--- src/rtl/booth_pkg.sv ---
package booth_pkg;

  // Arithmetic selected for one step from the examined bit pair
  typedef enum logic [1:0] {
    OP_NONE = 2'b00,
    OP_ADD  = 2'b01,
    OP_SUB  = 2'b10
  } boothOp_t;

  // Strobes from the sequencer to the datapath
  typedef struct packed {
    logic load;   // capture operands and initialise the working register
    logic step;   // perform one recode / add-sub / shift iteration
  } boothStrobes_t;

  // Radix-2 recoding: {current lsb, bit to its right}
  function automatic boothOp_t recodePair(input logic [1:0] pair);
    case (pair)
      2'b10:   recodePair = OP_SUB;  // first one of a run
      2'b01:   recodePair = OP_ADD;  // first zero after a run
      default: recodePair = OP_NONE; // inside a run of zeros or ones
    endcase
  endfunction

endpackage

--- src/rtl/booth_ctrl.sv ---
module booth_ctrl
  import booth_pkg::*;
#(
  parameter int WIDTH = 32
) (
  input  logic          clk,
  input  logic          rstN,
  input  logic          startReq,
  output boothStrobes_t strobes,
  output logic          busy,
  output logic          done
);

  localparam int CW = $clog2(WIDTH + 1);
  localparam logic [CW-1:0] LAST_STEP = CW'(WIDTH - 1);

  typedef enum logic {S_IDLE, S_RUN} ctrlState_t;

  ctrlState_t     stateQ;
  logic [CW-1:0]  stepCnt;
  logic           doneQ;
  logic           accept;
  logic           lastStep;

  assign accept   = startReq && (stateQ == S_IDLE);
  assign lastStep = (stateQ == S_RUN) && (stepCnt == LAST_STEP);

  always_ff @(posedge clk or negedge rstN) begin
    if (!rstN) begin
      stateQ  <= S_IDLE;
      stepCnt <= '0;
      doneQ   <= 1'b0;
    end else begin
      doneQ <= lastStep;
      case (stateQ)
        S_IDLE: begin
          if (accept) begin
            stateQ  <= S_RUN;
            stepCnt <= '0;
          end
        end
        S_RUN: begin
          if (lastStep) begin
            stateQ  <= S_IDLE;
            stepCnt <= '0;
          end else begin
            stepCnt <= stepCnt + 1'b1;
          end
        end
        default: stateQ <= S_IDLE;
      endcase
    end
  end

  always_comb begin
    strobes      = '0;
    strobes.load = accept;
    strobes.step = (stateQ == S_RUN);
  end

  assign busy = (stateQ == S_RUN);
  assign done = doneQ;

endmodule

--- src/rtl/booth_datapath.sv ---
module booth_datapath
  import booth_pkg::*;
#(
  parameter int WIDTH = 32
) (
  input  logic               clk,
  input  logic               rstN,
  input  boothStrobes_t      strobes,
  input  logic [WIDTH-1:0]   mcand,
  input  logic [WIDTH-1:0]   mplier,
  output logic [WIDTH-1:0]   prodHi,
  output logic [WIDTH-1:0]   prodLo
);

  localparam int REG_W = 2 * WIDTH + 1;  // product plus the appended low bit
  localparam int ADD_W = WIDTH + 1;      // one guard bit keeps the sign

  logic [REG_W-1:0] workQ;
  logic [WIDTH-1:0] mcandQ;
  logic [ADD_W-1:0] upperExt;
  logic [ADD_W-1:0] mcandExt;
  logic [ADD_W-1:0] stepSum;
  boothOp_t         stepOp;

  assign upperExt = {workQ[REG_W-1], workQ[REG_W-1 -: WIDTH]};
  assign mcandExt = {mcandQ[WIDTH-1], mcandQ};
  assign stepOp   = recodePair(workQ[1:0]);

  always_comb begin
    case (stepOp)
      OP_ADD:  stepSum = upperExt + mcandExt;
      OP_SUB:  stepSum = upperExt - mcandExt;
      default: stepSum = upperExt;
    endcase
  end

  always_ff @(posedge clk or negedge rstN) begin
    if (!rstN) begin
      workQ  <= '0;
      mcandQ <= '0;
    end else if (strobes.load) begin
      workQ  <= {{WIDTH{1'b0}}, mplier, 1'b0};
      mcandQ <= mcand;
    end else if (strobes.step) begin
      // guard bit of the sum becomes the replicated sign after the shift
      workQ <= {stepSum, workQ[WIDTH:1]};
    end
  end

  assign prodHi = workQ[REG_W-1 -: WIDTH];
  assign prodLo = workQ[WIDTH:1];

endmodule

--- src/rtl/seq_booth_mul.sv ---
module seq_booth_mul
  import booth_pkg::*;
#(
  parameter int WIDTH = 32
) (
  input  logic             clk,
  input  logic             rstN,
  input  logic             startReq,
  input  logic [WIDTH-1:0] mcand,
  input  logic [WIDTH-1:0] mplier,
  output logic             busy,
  output logic             done,
  output logic [WIDTH-1:0] prodHi,
  output logic [WIDTH-1:0] prodLo
);

  boothStrobes_t strobes;

  booth_ctrl #(.WIDTH(WIDTH)) u_ctrl (
    .clk      (clk),
    .rstN     (rstN),
    .startReq (startReq),
    .strobes  (strobes),
    .busy     (busy),
    .done     (done)
  );

  booth_datapath #(.WIDTH(WIDTH)) u_dp (
    .clk     (clk),
    .rstN    (rstN),
    .strobes (strobes),
    .mcand   (mcand),
    .mplier  (mplier),
    .prodHi  (prodHi),
    .prodLo  (prodLo)
  );

endmodule

--- config.mk ---
export PLATFORM = sky130hd
export DESIGN_NAME = seq_booth_mul
export DESIGN_NICKNAME = d
export VERILOG_FILES = /design/src/rtl/booth_pkg.sv /design/src/rtl/booth_ctrl.sv /design/src/rtl/booth_datapath.sv /design/src/rtl/seq_booth_mul.sv
export SDC_FILE = /design/constraint.sdc
export NUM_CORES = 1
export LEC_CHECK = 0
export ABC_AREA = 1
export BUFFER_PORTS_ARGS = -buffer_cell sky130_fd_sc_hd__buf_2
export CAP_MARGIN = 10
export CORE_MARGIN = 10
export CORE_UTILIZATION = 25
export CTS_CLUSTER_DIAMETER = 100
export DETAILED_ROUTE_END_ITERATION = 8
export PLACE_DENSITY = 0.53
export SYNTH_ARGS = -nofsm -noshare
export SYNTH_HDL_FRONTEND = slang
export SYNTH_SLANG_ARGS = --single-unit
--- constraint.sdc ---
create_clock -name clk -period 7.1 [get_ports clk]
set_input_delay 0.355 -clock clk [delete_from_list [all_inputs] [get_ports clk]]
set_output_delay 0.355 -clock clk [all_outputs]
set_load 0.02 [all_outputs]
**Word level (Yosys, flattened, before mapping)**

Cells that the tools add are included.

- Bits in registers: 105
- Latch bits: 0
- Memory bits (writable): 0
- Bits in read-only memories: 0
- Input bits: 67
- Output and inout port bits: 66
- Logic and storage cells: 31
- Memories: 0

- $add $sub $neg: 3
- $mul: 0
- Divide/modulo/power cells: 0
- $lt $le $gt $ge: 0
- Eq/ne operators: 6
- Shift-type cells: 0
- Multiplexer cells: 10
- Bitwise logic cells: 1
- Reductions and logical operators: 5

Operator list:

| cell | count |
|---|---|
| 2-to-1 mux 65 bit | 2 |
| case mux 33 bit (2 select lines) | 1 |
| adder 32 x 32 -> 33 bit | 1 |
| subtractor 32 x 32 -> 33 bit | 1 |
| 2-to-1 mux 6 bit | 2 |
| case mux 6 bit (2 select lines) | 1 |
| adder 6 x 1 -> 6 bit, second input constant | 1 |
| equality test 6 x 5 -> 1 bit, second input constant | 1 |
| equality test 2 x 1 -> 1 bit, second input constant | 2 |
| equality test 2 bit, second input constant | 2 |
| case mux 2 bit (2 select lines) | 1 |
| nonzero test 3 bit | 1 |
| logical AND 1 bit | 2 |
| 2-to-1 mux 1 bit | 2 |
| != test 2 x 1 -> 1 bit, second input constant | 1 |
| case mux 1 bit (2 select lines) | 1 |
| AND reduction 2 bit | 1 |
| nonzero test 2 bit | 1 |
| inverter 1 bit | 1 |

**Depth between registers and ports, before layout**

- Depth in word-level cells: 6
- Depth in mapped cells: 23
- Gate-level depth less buffers: 23

**Hierarchy**

Synthesis repeated with hierarchy kept, for this count alone.

- Cells, all modules: 1,238
- Area total of the unflattened synthesis: 8,195.4 um^2

Modules (own cells, without submodules):

| module | instances | cells each | area an instance (um^2) | seq. area each (um^2) |
|---|---|---|---|---|
| booth_datapath | 1 | 1,189 | 7,785.0 | 2,427.3 |
| booth_ctrl | 1 | 49 | 410.4 | 200.2 |

**Least setup slack after synthesis**

OpenSTA, ideal clock, no wires.

- Path type: register -> register
- Start point: register u_dp.mcandQ[0]
- End point: register u_dp.workQ[64]
- Setup time: 117 ps
- Data arrival time: 2,680 ps
- Data required time: 6,983 ps
- Setup slack: 4,303 ps
- Stages on the path, launching flop included: 20
- Buffers on the path: 0
- Clock period less this slack: 2,797 ps
- Cells stage by stage: dfrtp_1 inv_1 ha_1 nand2_2 nor2_4 nand3_2 o31ai_4 o21ai_2 xor2_1 ha_1 nand2_1 inv_1 a21oi_1 nand2_1 nand2_1 nand2_1 a21oi_1 nand3_1 nand3_1 nand2_1

- Word-level cells in the longest chain between the ends: 4
- Elaborated cells on any way between the ends: 5
- Those cells by class: add/sub: 2; mux: 3

Ends and longest elaborated chain:

| what | line | RTL |
|---|---|---|
| start: declaration | booth_datapath.sv:19 | `logic [WIDTH-1:0] mcandQ;` |
| start signal: assignment | booth_datapath.sv:43 | `mcandQ <= mcand;` |
| subtractor 32 x 32 -> 33 bit / adder 32 x 32 -> 33 bit (equally long branches) | booth_datapath.sv:32, booth_datapath.sv:31 |  |
| case mux 33 bit (2 select lines) (*) | booth_datapath.sv:30 | `case (stepOp)` |
| 2-to-1 mux 65 bit (*) | booth_datapath.sv:44 | `end else if (strobes.step) begin` |
| 2-to-1 mux 65 bit (*) | booth_datapath.sv:41 | `end else if (strobes.load) begin` |
| end signal: assignment | booth_datapath.sv:42 | `workQ <= {{WIDTH{1'b0}}, mplier, 1'b0};` |
| end signal: assignment | booth_datapath.sv:46 | `workQ <= {stepSum, workQ[WIDTH:1]};` |
| end: declaration | booth_datapath.sv:18 | `logic [REG_W-1:0] workQ;` |

Mark *: on every way between the ends. The rest lies on a longest branch, timed or not. The select of a mux whose other input is x is not followed.
A chain may end at the register's enable or synchronous reset.

**Final worst setup path**

- Start point: register u_dp.workQ[0]
- End point: register u_dp.workQ[63]

- Word-level cells in the longest chain between the ends: 6
- Elaborated cells on any way between the ends: 8
- Those cells by class: eq/ne: 4; mux: 4

Ends and longest elaborated chain:

| what | line | RTL |
|---|---|---|
| equality test 2 x 1 -> 1 bit / equality test 2 bit (equally long branches) | booth_pkg.sv:18 | `case (pair)` |
| case mux 2 bit (2 select lines) (*) | booth_pkg.sv:18 |  |
| equality test 2 bit / equality test 2 x 1 -> 1 bit (equally long branches) | booth_datapath.sv:30 |  |
| case mux 33 bit (2 select lines) (*) | booth_datapath.sv:30 |  |
| 2-to-1 mux 65 bit (*) | booth_datapath.sv:44 |  |
| 2-to-1 mux 65 bit (*) | booth_datapath.sv:41 |  |

Marked as above.

==> qor.yml <==
logic_synthesis:
  synth_top_family_by_area: "simple AND/OR/NAND/NOR gates"
  synth-compound-area-share_pct: 12.0
  async_reset_ff_share_pct: 100
  synth_xor_area_share_pct: 4.26
  synth_mux_area_share_pct: 0
  avgSynthCellArea_um2: 6.67
  synth_simple_gate_area_share_pct: 30.8
  syn_nets: 1337
  synth-seq-area-share_pct: 31.9
  ys_types: 43
  synth_enable_flop_cells: 0
  yosys_most_used_dff: "dfrtp_1"
  ys_seq_elements: 105
  synth_fa_ha_area_share_pct: 5.72
  yosys_warnings: 0
  synth_area_um2: 8230
  netlist_instances: 1233
placement:
  port_buffers: 132
  hpwl_mm: 21.1
  gp_congestion: 0.897
die:
  core_um2: 32500
  initial_core_util_pct: 25.3
  row_count: 66
  die_w_um: 201
  pin_count: 133
  dieArea_um2: 40600
  die_y_um: 201
critical_path:
  max_stage_delay_ps: 590
  crit_fanout: 20
  critPathKind: "reg -> reg"
  arrival_ps: 4050
  cpMostUsedCell: "nand2_1"
  startpoint_type: "flip-flop"
  slowest_stage: "ha_1"
  path_cells: "inv_1, ha_1, inv_1, nand2_1, o21ai_0, xor2_1, ha_1, nand2_1, inv_1, a21oi_1, inv_1, nor2_1, nand2_1, nand2_1, nand2_1, nand2_1, nand3_1, nand2_1, nand2_1"
  cp.required_ps: 7370
  worstSetupEndpointType: "flip-flop"
clocking:
  cts_setup_buffers: 0
  clkTransAtPathRegs_ps: 80
  numCtsBuffers: 9
  clock_latency_ps: 370
  clock-root-buffer: "clkbuf_16"
  clock-sinks: 105
  htreeDepth: 3
  cts_tree: "yes"
  clock_path_buffers: 2
global_routing:
  grt_pass1_vias: 7577
  grt_use_total_pct: 12.9
  antenna_found_initial: 0
  grt_pass1_wl_mm: 42.0
  grt_max_degree: 67
  grt_overflow: 0
detailed_routing:
  antenna_left: 0
  wl_per_cell_um: 15.2
  drt_pass1_iterations: 5
  drc: 0
  drt-total-wl_mm: 26.3
  avgViaCountPerCell: 4.36
  drt_iter0_drc: 494
  vias: 7558
timing:
  fmax_mhz: 265
  fin_crit_ps: 3780
  hold_ws_ps: 188
  final.setup_skew_ps: 12.9
  finalSetupViolCount: 0
  rsz0062_at_grt: "false"
  relSlewSlack_pct: 38.3
  setup-tns-final_ps: 0
  tightestPinTransition_ps: 920
  hold_viol: 0
  drv_slew: 0
  post-route-period-util_pct: 53.2
cells_and_area:
  fillerInstances: 3754
  n_antenna_cell: 0
  fin_nets: 1389
  drive_gt1_share_pct: 14.3
  syn_to_final_growth_pct: 11.9
status:
  outcome: "completed"
job:
  drv_cap: 0
min_path:
  hold_path.class: "in -> reg"
critical path, delay by kind of cell, from the launching register on:
kind / cells / cell delay [ps]
xor+xnor: 1 / 250
fa+ha+maj: 2 / 910
flops: 1 / 390
simple gates: 10 / 1100
compound gates: 2 / 320
buf+inv: 4 / 720
metal layers:
metal | wire length, um | global-route usage (%)
met5 | 0 | 0
met4 | 582 | 4.40
met3 | 851 | 1.64
met2 | 12400 | 21.4
met1 | 12500 | 17.0
layout make-up:
type                            instances  area, um2  area share [%]
Multi-Input combinational cell        857       4350            47.2
Sequential cell                       105       2630            28.5
Timing Repair Buffer                  138        711            7.72
Inverter                              174        653            7.10
Tap cell                              442        553            6.01
Clock buffer                           10        239            2.60
Clock inverter                          6       72.6           0.788
synth_stat cells, types with 5 or more instances:
| cell | instances | share of area, % |
|---|---|---|
| a21oi_1 | 46 | 2.8 |
| buf_1 | 5 | 0.23 |
| buf_2 | 5 | 0.30 |
| buf_4 | 64 | 5.8 |
| clkbuf_1 | 23 | 1.0 |
| dfrtp_1 | 105 | 32 |
| ha_1 | 36 | 5.5 |
| inv_1 | 169 | 7.7 |
| nand2_1 | 398 | 18 |
| nand3_1 | 54 | 3.3 |
| nand4_1 | 7 | 0.53 |
| nor2_1 | 117 | 5.3 |
| nor2_2 | 5 | 0.38 |
| nor3_1 | 14 | 0.85 |
| o211ai_1 | 17 | 1.6 |
| o21ai_0 | 61 | 3.7 |
| o21ai_2 | 5 | 0.53 |
| o21bai_1 | 5 | 0.46 |
| o221ai_1 | 9 | 0.96 |
| o22ai_1 | 7 | 0.53 |
| xnor2_1 | 6 | 0.64 |
| xor2_1 | 34 | 3.6 |
repair_timing:
action,in CTS,in global routing
resized for setup,0,0
hold buffers,1,0
endpoints found under the hold margin,39,0
logic make-up (layout without fill, tap and decap cells):
| group | Yosys count | count (layout) |
|---|---|---|
| fa+ha+maj | 37 | 37 |
| flops | 105 | 105 |
| xor+xnor | 40 | 40 |
| simple gates | 617 | 617 |
| buf+inv | 271 | 328 |
| compound gates | 163 | 163 |
through the flow:
step	area (um2)	std cells	worst slack (ps)	util (%)
after floorplan	8230	1233	4300	-
after global placement	8880	1715	3360	27.3
after detailed placement	8880	1715	3320	27.3
after CTS	9200	1732	3300	28.3
after global routing	9200	1732	2850	28.3
final	9200	1732	3320	28.3
cell usage in the layout (no fill, tap or decap), drive strengths merged, types with 2 or more instances in the layout:
cell      count
a21o          2
a21oi        47
a31oi         2
and2          2
buf         137
clkbuf       10
clkinv        2
clkinvlp      3
dfrtp       105
ha           36
inv         174
nand2       402
nand3        58
nand3b        2
nand4         8
nor2        124
nor3         15
nor4          3
o211ai       17
o21ai        70
o21bai        5
o221ai        9
o22ai         7
o31ai         2
or2           3
xnor2         6
xor2         34
sequential cells by signal, summed over array words and instances, names as in the netlist:
register and cells:
u_ctrl.stepCnt 6, u_dp.workQ 65, u_ctrl.busy 1, u_dp.mcandQ 32
u_ctrl.done 1
final timing paths:
kind,start,to,slack [ps],cells past startpoint
hold / removal,mplier[12],u_dp.workQ[13],190,3
hold reg to reg,u_ctrl.stepCnt[5],u_ctrl.done,480,1
setup reg to reg,u_dp.workQ[0],u_dp.workQ[63],3320,19
setup / recovery,u_dp.workQ[0],u_dp.workQ[63],3320,19
min in group asynchronous,rstN,u_dp.workQ[10],500,2
max in group asynchronous,rstN,u_dp.workQ[44],5330,3
Power is left out: the tool's default activity adds up to more than one toggle a clock period on the data nets, which glitch-free logic cannot reach.
